==> src/rtl/i2c_tg_pkg.sv <==
package i2c_tg_pkg;
  typedef enum logic [1:0] {
    PH_IDLE = 2'd0,
    PH_LOW  = 2'd1,
    PH_HIGH = 2'd2
  } phase_e;
endpackage

==> src/rtl/i2c_tg_cfg.sv <==
// Samples the timing inputs at each low-phase start and derives phase lengths
// and the clamped SDA hold value.
module i2c_tg_cfg #(
  parameter int DIV_W  = 8,
  parameter int PS_W   = 3,
  parameter int HOLD_W = 16,
  parameter int CNT_W  = 16
) (
  input  logic              clk,
  input  logic              rst_n,
  input  logic              load_i,
  input  logic              clear_i,
  input  logic [DIV_W-1:0]  lo_div_i,
  input  logic [DIV_W-1:0]  hi_div_i,
  input  logic [PS_W-1:0]   ps_i,
  input  logic [HOLD_W-1:0] hold_i,
  output logic [CNT_W-1:0]  low_len_o,
  output logic [CNT_W-1:0]  high_len_o,
  output logic [CNT_W-1:0]  hold_o,
  output logic              clamp_o,
  output logic              hold_zero_nxt_o
);
  localparam int CMP_W = (HOLD_W > CNT_W) ? HOLD_W : CNT_W;
  localparam logic [CNT_W-1:0] PH_EXTRA = CNT_W'(4);

  logic [CNT_W-1:0] lo_len_c, hi_len_c, hold_max_c, hold_eff_c;
  logic             clamp_c;
  logic [CNT_W-1:0] lo_len_q, hi_len_q, hold_q;
  logic             clamp_q;

  always_comb begin
    lo_len_c   = (CNT_W'(lo_div_i) << ps_i) + PH_EXTRA;
    hi_len_c   = (CNT_W'(hi_div_i) << ps_i) + PH_EXTRA;
    hold_max_c = lo_len_c - CNT_W'(1);
    clamp_c    = CMP_W'(hold_i) > CMP_W'(hold_max_c);
    hold_eff_c = clamp_c ? hold_max_c : CNT_W'(hold_i);
    hold_zero_nxt_o = (hold_eff_c == '0);
  end

  always_ff @(posedge clk or negedge rst_n) begin
    if (!rst_n) begin
      lo_len_q <= PH_EXTRA;
      hi_len_q <= PH_EXTRA;
      hold_q   <= '0;
      clamp_q  <= 1'b0;
    end else if (load_i) begin
      lo_len_q <= lo_len_c;
      hi_len_q <= hi_len_c;
      hold_q   <= hold_eff_c;
      clamp_q  <= clamp_c;
    end else if (clear_i) begin
      clamp_q  <= 1'b0;
    end
  end

  assign low_len_o  = lo_len_q;
  assign high_len_o = hi_len_q;
  assign hold_o     = hold_q;
  assign clamp_o    = clamp_q;

  // the stored hold always lands before the end of the low phase
  p_hold_fits_r5: assert property (@(posedge clk) disable iff (!rst_n)
    hold_q < lo_len_q);
endmodule

==> src/rtl/i2c_tg_phase_ctrl.sv <==
// Phase sequencer: idle / SCL low / SCL high, cycle counter and bit shifter.
module i2c_tg_phase_ctrl
  import i2c_tg_pkg::*;
#(
  parameter int CNT_W  = 16,
  parameter int BYTE_W = 8
) (
  input  logic              clk,
  input  logic              rst_n,
  input  logic              req_valid_i,
  input  logic [BYTE_W-1:0] req_data_i,
  input  logic [CNT_W-1:0]  low_len_i,
  input  logic [CNT_W-1:0]  high_len_i,
  output logic              req_ready_o,
  output phase_e            phase_o,
  output logic [CNT_W-1:0]  cnt_o,
  output logic              enter_low_o,
  output logic              enter_high_o,
  output logic              byte_end_o,
  output logic              go_idle_o,
  output logic              cur_bit_o,
  output logic              nxt_bit_o
);
  localparam int IDX_W = $clog2(BYTE_W);
  localparam logic [IDX_W-1:0] LAST_IDX = IDX_W'(BYTE_W - 1);

  phase_e            phase_q, phase_d;
  logic [CNT_W-1:0]  cnt_q, cnt_d;
  logic [IDX_W-1:0]  idx_q, idx_d;
  logic [BYTE_W-1:0] data_q, data_d;
  logic              low_end, high_end, last_bit, byte_end, accept, advance;

  always_comb begin
    low_end  = (phase_q == PH_LOW)  && (cnt_q == low_len_i  - CNT_W'(1));
    high_end = (phase_q == PH_HIGH) && (cnt_q == high_len_i - CNT_W'(1));
    last_bit = (idx_q == LAST_IDX);
    byte_end = high_end && last_bit;
    req_ready_o = (phase_q == PH_IDLE) || byte_end;
    accept   = req_valid_i && req_ready_o;
    advance  = high_end && !last_bit;

    phase_d = phase_q;
    cnt_d   = cnt_q + CNT_W'(1);
    unique case (phase_q)
      PH_IDLE: begin
        cnt_d = '0;
        if (accept) phase_d = PH_LOW;
      end
      PH_LOW: begin
        if (low_end) begin
          phase_d = PH_HIGH;
          cnt_d   = '0;
        end
      end
      PH_HIGH: begin
        if (high_end) begin
          cnt_d   = '0;
          phase_d = (last_bit && !accept) ? PH_IDLE : PH_LOW;
        end
      end
      default: begin
        phase_d = PH_IDLE;
        cnt_d   = '0;
      end
    endcase

    data_d = data_q;
    idx_d  = idx_q;
    if (accept) begin
      data_d = req_data_i;
      idx_d  = '0;
    end else if (advance) begin
      data_d = data_q << 1;
      idx_d  = idx_q + IDX_W'(1);
    end

    enter_low_o  = accept || advance;
    enter_high_o = low_end;
    byte_end_o   = byte_end;
    go_idle_o    = byte_end && !accept;
    cur_bit_o    = data_q[BYTE_W-1];
    nxt_bit_o    = accept  ? req_data_i[BYTE_W-1] :
                   advance ? data_q[BYTE_W-2] : data_q[BYTE_W-1];
  end

  always_ff @(posedge clk or negedge rst_n) begin
    if (!rst_n) begin
      phase_q <= PH_IDLE;
      cnt_q   <= '0;
      idx_q   <= '0;
      data_q  <= '0;
    end else begin
      phase_q <= phase_d;
      cnt_q   <= cnt_d;
      idx_q   <= idx_d;
      data_q  <= data_d;
    end
  end

  assign phase_o = phase_q;
  assign cnt_o   = cnt_q;

  // the low-phase counter never runs past the sampled low length
  p_low_bound_r2: assert property (@(posedge clk) disable iff (!rst_n)
    (phase_q == PH_LOW) |-> (cnt_q < low_len_i));
  // the sampled lengths are held through a low phase
  p_len_held_r6: assert property (@(posedge clk) disable iff (!rst_n)
    (phase_q == PH_LOW && $past(phase_q) == PH_LOW) |->
      ($stable(low_len_i) && $stable(high_len_i)));
endmodule

==> src/rtl/i2c_tg_sda_hold.sv <==
// SDA update scheduler: moves each data change H cycles after SCL falls.
module i2c_tg_sda_hold
  import i2c_tg_pkg::*;
#(
  parameter int CNT_W = 16
) (
  input  logic             clk,
  input  logic             rst_n,
  input  phase_e           phase_i,
  input  logic [CNT_W-1:0] cnt_i,
  input  logic [CNT_W-1:0] hold_i,
  input  logic             enter_low_i,
  input  logic             hold_zero_nxt_i,
  input  logic             go_idle_i,
  input  logic             cur_bit_i,
  input  logic             nxt_bit_i,
  output logic             sda_rel_o
);
  logic sda_q, sda_d;
  logic due;

  always_comb begin
    due   = (phase_i == PH_LOW) && (hold_i != '0) &&
            (cnt_i == hold_i - CNT_W'(1));
    sda_d = sda_q;
    if (go_idle_i)                         sda_d = 1'b1;
    else if (enter_low_i && hold_zero_nxt_i) sda_d = nxt_bit_i;
    else if (due)                          sda_d = cur_bit_i;
  end

  always_ff @(posedge clk or negedge rst_n) begin
    if (!rst_n) sda_q <= 1'b1;
    else        sda_q <= sda_d;
  end

  assign sda_rel_o = sda_q;

  // SDA is quiet while SCL stays high
  p_sda_quiet_high_r4: assert property (@(posedge clk) disable iff (!rst_n)
    (phase_i == PH_HIGH && $past(phase_i) == PH_HIGH) |-> $stable(sda_q));
endmodule

==> src/rtl/i2c_scl_sda_timer.sv <==
module i2c_scl_sda_timer
  import i2c_tg_pkg::*;
#(
  parameter int DIV_W  = 8,
  parameter int PS_W   = 3,
  parameter int HOLD_W = 16,
  parameter int BYTE_W = 8
) (
  input  logic              clk_i,
  input  logic              rst_ni,
  input  logic [DIV_W-1:0]  lo_div_i,
  input  logic [DIV_W-1:0]  hi_div_i,
  input  logic [PS_W-1:0]   prescale_i,
  input  logic [HOLD_W-1:0] hold_i,
  input  logic              req_valid_i,
  input  logic [BYTE_W-1:0] req_data_i,
  output logic              req_ready_o,
  output logic              scl_rel_o,
  output logic              sda_rel_o,
  output logic              scl_fall_o,
  output logic              scl_rise_o,
  output logic              byte_done_o,
  output logic              setup_err_o
);
  localparam int CNT_W = DIV_W + (1 << PS_W);

  logic [1:0]       rst_sync_q;
  logic             rst_n;
  phase_e           phase;
  logic [CNT_W-1:0] cnt, low_len, high_len, hold_eff;
  logic             enter_low, enter_high, byte_end, go_idle;
  logic             cur_bit, nxt_bit, hold_zero_nxt, clamp;
  logic             scl_q, scl_d, fall_q, rise_q, done_q;

  always_ff @(posedge clk_i or negedge rst_ni) begin
    if (!rst_ni) rst_sync_q <= 2'b00;
    else         rst_sync_q <= {rst_sync_q[0], 1'b1};
  end
  assign rst_n = rst_sync_q[1];

  i2c_tg_cfg #(
    .DIV_W(DIV_W), .PS_W(PS_W), .HOLD_W(HOLD_W), .CNT_W(CNT_W)
  ) u_cfg (
    .clk(clk_i), .rst_n(rst_n), .load_i(enter_low), .clear_i(go_idle),
    .lo_div_i(lo_div_i), .hi_div_i(hi_div_i), .ps_i(prescale_i),
    .hold_i(hold_i), .low_len_o(low_len), .high_len_o(high_len),
    .hold_o(hold_eff), .clamp_o(clamp), .hold_zero_nxt_o(hold_zero_nxt)
  );

  i2c_tg_phase_ctrl #(.CNT_W(CNT_W), .BYTE_W(BYTE_W)) u_ctrl (
    .clk(clk_i), .rst_n(rst_n), .req_valid_i(req_valid_i),
    .req_data_i(req_data_i), .low_len_i(low_len), .high_len_i(high_len),
    .req_ready_o(req_ready_o), .phase_o(phase), .cnt_o(cnt),
    .enter_low_o(enter_low), .enter_high_o(enter_high),
    .byte_end_o(byte_end), .go_idle_o(go_idle),
    .cur_bit_o(cur_bit), .nxt_bit_o(nxt_bit)
  );

  i2c_tg_sda_hold #(.CNT_W(CNT_W)) u_sda (
    .clk(clk_i), .rst_n(rst_n), .phase_i(phase), .cnt_i(cnt),
    .hold_i(hold_eff), .enter_low_i(enter_low),
    .hold_zero_nxt_i(hold_zero_nxt), .go_idle_i(go_idle),
    .cur_bit_i(cur_bit), .nxt_bit_i(nxt_bit), .sda_rel_o(sda_rel_o)
  );

  always_comb begin
    scl_d = scl_q;
    if (enter_low)       scl_d = 1'b0;
    else if (enter_high) scl_d = 1'b1;
  end

  always_ff @(posedge clk_i or negedge rst_n) begin
    if (!rst_n) begin
      scl_q  <= 1'b1;
      fall_q <= 1'b0;
      rise_q <= 1'b0;
      done_q <= 1'b0;
    end else begin
      scl_q  <= scl_d;
      fall_q <= enter_low;
      rise_q <= enter_high;
      done_q <= byte_end;
    end
  end

  assign scl_rel_o   = scl_q;
  assign scl_fall_o  = fall_q;
  assign scl_rise_o  = rise_q;
  assign byte_done_o = done_q;
  assign setup_err_o = clamp;

  // both lines released whenever the sequencer is idle
  p_idle_release_r1: assert property (@(posedge clk_i) disable iff (!rst_n)
    (phase == PH_IDLE) |-> (scl_rel_o && sda_rel_o));
  // fall strobe marks a real SCL falling edge
  p_fall_strobe_r8: assert property (@(posedge clk_i) disable iff (!rst_n)
    scl_fall_o |-> (!scl_rel_o && $past(scl_rel_o)));
  // rise strobe marks a real SCL rising edge
  p_rise_strobe_r8: assert property (@(posedge clk_i) disable iff (!rst_n)
    scl_rise_o |-> (scl_rel_o && !$past(scl_rel_o)));
  // the request port is closed while SCL is low
  p_ready_closed_r9: assert property (@(posedge clk_i) disable iff (!rst_n)
    (phase == PH_LOW) |-> !req_ready_o);
endmodule

==> config.mk <==
export PLATFORM = sky130hd
export DESIGN_NAME = i2c_scl_sda_timer
export DESIGN_NICKNAME = d
export VERILOG_FILES = /design/src/rtl/i2c_tg_pkg.sv /design/src/rtl/i2c_tg_cfg.sv /design/src/rtl/i2c_tg_phase_ctrl.sv /design/src/rtl/i2c_tg_sda_hold.sv /design/src/rtl/i2c_scl_sda_timer.sv
export SDC_FILE = /design/constraint.sdc
export NUM_CORES = 1
export LEC_CHECK = 0
export BUFFER_PORTS_ARGS = -buffer_cell sky130_fd_sc_hd__buf_2
export CORE_MARGIN = 2
export CORE_UTILIZATION = 29
export DETAILED_ROUTE_END_ITERATION = 10
export GPL_TIMING_DRIVEN = 0
export PLACE_DENSITY_LB_ADDON = 0.15
export SLEW_MARGIN = 20
export SYNTH_ARGS = -nofsm -noshare
export SYNTH_HDL_FRONTEND = slang
export SYNTH_HIERARCHICAL = 1
export SYNTH_SLANG_ARGS = --single-unit
==> constraint.sdc <==
create_clock -name clk_i -period 2.5 [get_ports clk_i]
set_input_delay 0.125 -clock clk_i [delete_from_list [all_inputs] [get_ports clk_i]]
set_output_delay 0.125 -clock clk_i [all_outputs]
set_load 0.01 [all_outputs]
[After elaboration in Yosys (flattened, before gate mapping)]
Cells that the tools add are included.
Storage, ports and cells
  word-level logic and storage cells: 78
  bits in registers: 85
  output and inout port bits: 7
  input bits: 46
Operators by class
  shift operators: 2
  order comparisons: 1
  muxes and demuxes: 22
  reduce and logical (&&, ||, !) cells: 22
  eq/ne operators: 9
  $add $sub $neg: 8
Operator list (count)
  $sub A16 B1 Y16 const B: 4
  $eq A16 B16 Y1: 3
  $mux W16: 3
  $add A16 B3 Y16 const B: 2
  $pmux W16 S2: 1
  $shl A8 B3 Y16: 2
  $add A16 B1 Y16 const B: 1
  $gt A16 B16 Y1: 1
  $logic_not A16 Y1: 1
  $mux W8: 2
  $reduce_bool A16 Y1: 1
  $logic_and A1 B1 Y1: 10
  $mux W1: 10
  $mux W2: 3
  $mux W3: 2
  $pmux W2 S3: 1
  $reduce_bool A2 Y1: 3
  $ne A2 B1 Y1 const B: 2
  $add A3 B1 Y3 const B: 1
  $eq A3 B3 Y1 const B: 1
  $reduce_and A3 Y1: 1
  $reduce_bool A3 Y1: 1
  $eq A2 B1 Y1 const B: 1
  $eq A2 B2 Y1 const B: 1
  4 further kinds: 6

[Logic depth before layout (Yosys ltp)]
  depth after elaboration: 11
  gate-level depth with buffers: 27

[By module]
The synthesis kept the hierarchy.
By module, submodules not included
  i2c_tg_cfg: instances 1, cells each 427, area an instance 3920.0 um^2
  i2c_tg_phase_ctrl: instances 1, cells each 343, area an instance 2793.9 um^2
  i2c_tg_sda_hold: instances 1, cells each 82, area an instance 633.1 um^2
  i2c_scl_sda_timer: instances 1, cells each 8, area an instance 165.2 um^2

[Worst setup path after synthesis]
Ideal clock, no wire load.
  path kind: input -> register
  from: in prescale_i[0]
  to: reg u_sda.sda_q, in the netlist u_sda/sda_rel_o
  path buffers: 4
  arrival time: 5.511 ns
  slack: -3.099 ns
  setup time: 0.088 ns
  data required time: 2.412 ns
  stages: 23
  path through: buf_4 buf_4 buf_6 a21o_1 a21oi_1 ha_1 inv_1 or3_4 nor3_4 xnor2_2 or2_1 or4b_1 ha_1 nand4_1 or2_2 or3_1 o21ai_1 clkbuf_1 a22oi_1 nor4_1 a21boi_0 a311oi_1 mux2i_1
On the way
  word-level cells in the longest chain between the ends: 9
  elaborated cells between the ends (all ways): 10
RTL lines
  from (decl): line i2c_scl_sda_timer.sv:13  | input logic [PS_W-1:0] prescale_i,
  $shl A8 B3 Y16 (*): line i2c_tg_cfg.sv:32  | lo_len_c = (CNT_W'(lo_div_i) << ps_i) + PH_EXTRA;
  $add A16 B3 Y16 (*): line i2c_tg_cfg.sv:32
  $sub A16 B1 Y16 (*): line i2c_tg_cfg.sv:34  | hold_max_c = lo_len_c - CNT_W'(1);
  $gt A16 B16 Y1: line i2c_tg_cfg.sv:35  | clamp_c = CMP_W'(hold_i) > CMP_W'(hold_max_c);
  $mux W16 (*): line i2c_tg_cfg.sv:36  | hold_eff_c = clamp_c ? hold_max_c : CNT_W'(hold_i);
  $logic_not A16 Y1 (*): line i2c_tg_cfg.sv:37  | hold_zero_nxt_o = (hold_eff_c == '0);
  via hold_zero_nxt: line i2c_scl_sda_timer.sv:32  | logic cur_bit, nxt_bit, hold_zero_nxt, clamp;
  $logic_and A1 B1 Y1 (*): line i2c_tg_sda_hold.sv:27  | else if (enter_low_i && hold_zero_nxt_i) sda_d = nxt_bit_i;
  $mux W1: line i2c_tg_sda_hold.sv:27
  $mux W1: line i2c_tg_sda_hold.sv:26  | if (go_idle_i) sda_d = 1'b1;
  to (signal assigned): line i2c_tg_sda_hold.sv:32  | if (!rst_n) sda_q <= 1'b1;
  to (signal assigned): line i2c_tg_sda_hold.sv:33  | else sda_q <= sda_d;
  to (decl): line i2c_tg_sda_hold.sv:19  | logic sda_q, sda_d;
Mark *: on every way through the listed nets, which the timed path passes. The rest lies on a longest branch.
A chain may end at the register's enable or synchronous reset.

[Final worst setup path]
Same ends and word-level chain as after synthesis.

==> flow_metrics.py <==
metrics = {
    "placement": {
        "routabilityCongestion": 0.830,
        "dp_hpwl_mm": 17.9,
        "place_ws_ns": -3.16,
        "port_buffers": 50,
    },
    "synth": {
        "synthSimpleGateAreaFrac_pct": 23.3,
        "synth-compound-area-share_pct": 16.8,
        "synthXorXnorAreaFrac_pct": 10.9,
        "synthTopCellsByCount": "dfrtp_1, nor2_1, nand2_1",
        "synth.yosys.seq_area_share_pct": 28.4,
        "muxShareOfSynthArea_pct": 10.4,
        "yosysTopAreaCell": "dfrtp_1",
        "async_flop_share_pct": 100,
        "yosysWarningCount": 6,
        "synth_nets": 936,
        "synth_top_family_by_area": "simple AND/OR/NAND/NOR gates",
        "synth_area_um2": 7510,
        "avgSynthCellArea_um2": 8.74,
        "synth_edf_count": 0,
        "ys_ff_latch": 85,
        "synth-adder-area-share_pct": 5.00,
        "synth_cell_type_count": 93,
        "syn_inst": 860,
        "synth_area_leaders": "dfrtp_1, xnor2_1, ha_1",
        "synth.most_common_cell": "dfrtp_1",
        "synth_top_area_share_pct": 27.0,
        "ys.flop_type": "dfrtp_1",
    },
    "power_and_ir_drop": {
        "power.density_nw_per_um2": 748,
        "irDropWorstVdd_uv": 361,
        "total_power_mw": 7.88,
        "p_seq_share_pct": 31.3,
        "p_switching_mw": 3.13,
        "combinationalPowerShare_pct": 49.7,
        "power.share.clock_pct": 19.0,
        "intPower_mw": 4.75,
        "swShare_pct": 39.7,
        "leakagePower_nw": 4.26,
    },
    "floorplan": {
        "die_height_um": 165,
        "die_w_um": 165,
        "initial_core_util_pct": 29.7,
        "num_rows": 58,
        "fp.dieArea_um2": 27200,
        "io_pins": 53,
        "coreArea_um2": 25300,
    },
    "routing": {
        "antenna_left": 0,
        "via_per_inst": 5.23,
        "dr.pass1.iters": 4,
        "routed-via-count": 7015,
        "dr.first_iter.drc_count": 436,
        "drc": 0,
        "wire_per_inst_um": 18.4,
        "totalWireLength_mm": 24.7,
    },
    "clock_network": {
        "clockBufferDepth": 2,
        "cts_made_buffers": 9,
        "htreeDepth": 3,
        "clock-sinks": 85,
        "clk_latency_ns": 0.35,
        "clockRootBuffer": "clkbuf_16",
        "cts_tree": "built",
        "clkSlewWorstSetupHoldPaths_ns": 0.07,
    },
    "finish": {
        "num-nets-final": 1082,
        "fillers": 2481,
        "drive_gt1_share_pct": 37.3,
        "seq_area_um2": 2150,
        "multi_input_area_um2": 5810,
        "syn_to_final_growth_pct": 40.2,
        "n_antenna_cell": 0,
        "final_util_pct": 41.6,
    },
    "setup_path": {
        "r2r-end": "u_cfg/hold_o[13]",
        "arrival_ns": 4.96,
        "crit_buf_inv": 6,
        "rr_worst_depth": 12,
        "crit_path_start_kind": "input port",
        "cpMostUsedCell": "buf_8",
        "crit_family": "simple AND/OR/NAND/NOR gates",
        "reg2reg_setup_slack_ns": -1.09,
        "cpPeakStageDelay_ns": 0.56,
        "cp-end-kind": "flip-flop",
        "cp_max_fo": 8,
        "critical-path-slowest-cell": "or4b_4",
        "required_ns": 2.78,
        "endpoint": "u_sda/sda_rel_o",
        "crit_start": "prescale_i[0]",
        "path_depth": 24,
        "critPathKind": "in -> reg",
        "path_cells": "buf_8 > buf_12 > buf_8 > buf_8 > a21o_1 > a21oi_4 > ha_4 > inv_4 > or3_4 > nor3_4 > xnor2_4 > or2_1 > or4b_4 > ha_4 > nand4_1 > or2_4 > or3_4 > o21ai_4 > mux2_2 > o211ai_1 > nor4_4 > buf_4 > a32oi_2 > mux2i_1",
        "r2r_start": "u_cfg/high_len_o[7]",
    },
    "run_status": {
        "outcome": "finished with violations",
        "violations": "setup timing",
    },
    "timing": {
        "finalMaxSlewViolations": 0,
        "layout_min_cycle_time_ns": 4.68,
        "setup_ws_ns": -2.18,
        "setup_viol": 84,
        "rsz0062_at_grt": "true",
        "fin_crit_sh_pct": 187,
        "hold_ws_ns": 0.0638,
        "hold_viol": 0,
        "relSlewSlack_pct": 37.9,
        "worst_pin_slew_ns": 0.924,
        "fin_setup_tns_ns": -86.84,
        "fmax_mhz": 214,
        "clock-skew-final_ns": 0.00853,
    },
    "global_routing": {
        "overflow": 0,
        "grt_pass1_wl_mm": 39.9,
        "track_usage_pct": 18.9,
        "antenna_found_initial": 0,
        "grt_pass1_vias": 7090,
        "grt_start_max_net_pins": 50,
    },
    "hold_path": {
        "hold_class": "in -> reg",
        "hold_path_depth": 3,
    },
    "run": {
        "maxCapViolCount": 0,
    },
}
kinds of logic (layout without fill, tap and decap cells):
kind of cell | after synthesis | count (layout)
and+or+nand+nor | 319 | 320
AOI/OAI and AO/OA | 179 | 179
xor gates and xnor gates | 92 | 92
buffers and inverters | 88 | 238
DFF | 85 | 85
muxes | 66 | 66
adders and majority gates | 30 | 30
other | 1 | 1
layer usage:
metal	vias to the layer above	GRT usage, %	share of wire [%]
li1	3460	-	-
met1	3427	25.7	47
met2	106	32.2	49
met3	22	2.18	2.5
met4	0	4.35	1.3
met5	-	0	0
cells in the final DEF, fill, tap and decap left out, drive strengths merged, types with 7 or more instances in the layout:
| cell type | n |
|---|---|
| nor4 | 20 |
| a21oi | 39 |
| mux2 | 32 |
| a21o | 8 |
| xnor2 | 56 |
| nor2b | 10 |
| nand4 | 12 |
| xor2 | 36 |
| ha | 30 |
| o211ai | 9 |
| a31oi | 12 |
| o21ai | 30 |
| inv | 45 |
| o22ai | 10 |
| or2 | 7 |
| nor2 | 81 |
| nand3 | 13 |
| dfrtp | 81 |
| nor3 | 34 |
| clkbuf | 39 |
| and3 | 7 |
| buf | 142 |
| mux2i | 29 |
| or4 | 9 |
| a32oi | 11 |
| or3 | 14 |
| nand2 | 72 |
| dlygate4sd3 | 8 |
worst reg2reg max path: stages (launching register included):
cell	delay, ns
dfrtp_2	0.43
or4_4	0.60
nor4_4	0.18
buf_4	0.17
and3_4	0.17
o32ai_2	0.07
or4b_4	0.57
nor3_4	0.25
a31o_2	0.19
or2_4	0.19
clkbuf_16	0.18
clkbuf_16	0.17
mux2_2	0.33
timing repair:
item	4_1_cts	5_1_grt
pin swaps	41	39
endpoints found under the hold margin	9	0
gates resized for setup	126	77
hold buffers	8	0
buffers inserted	59	24
endpoints found under the setup margin	84	84
gates cloned	10	1
stage by stage:
stage / instance area, µm² / std cells
finish: 10500 / 1341
global route: 10500 / 1341
CTS: 10200 / 1327
detailed placement: 8610 / 1241
global placement: 8580 / 1240
floorplan: 7920 / 860
power groups by stage:
stage               combinational, mW  sequential, mW  clock (mW)
floorplan                        2.42            2.24           0
global placement                 2.99            2.44           0
detailed placement               3.01            2.43           0
CTS                              3.74            2.44        1.54
global route                     4.26            2.55        1.60
finish                           3.92            2.46        1.50
worst min path at each step:
stage / start / endpoint / slack [ns]
6_report: req_data_i[7] / u_ctrl/data_q[7] / 0.06
5_1_grt: req_data_i[7] / u_ctrl/data_q[7] / 0.06
3_5_place_dp: rst_ni / rst_sync_q[0] / -0.09
3_3_place_gp: rst_ni / rst_sync_q[0] / -0.09
4_1_cts: req_data_i[7] / u_ctrl/data_q[7] / 0.03
2_1_floorplan: rst_ni / rst_sync_q[0] / -0.17
area by class of cell:
type / count / share of cell area [%]
repair buffers: 139 / 11.4
inverters: 43 / 1.63
flip-flops and latches: 85 / 20.4
multi-input cells: 688 / 55.2
clock inverters: 6 / 0.867
well taps: 330 / 3.92
plain buffers: 40 / 4.36
clock buffers: 10 / 2.27
flip-flops by register name (all words and copies together) (netlist names):
register,flops
rst_sync_q,2
u_ctrl/idx_q,3
u_sda/sda_rel_o,1
u_ctrl/cnt_o,16
u_cfg/high_len_o,16
u_cfg/hold_o,16
scl_rel_o,1
scl_rise_o,1
u_cfg/clamp_o,1
u_ctrl/phase_o,2
byte_done_o,1
scl_fall_o,1
u_cfg/low_len_o,16
u_ctrl/data_q,8
Power figures use the tool's default switching activity.
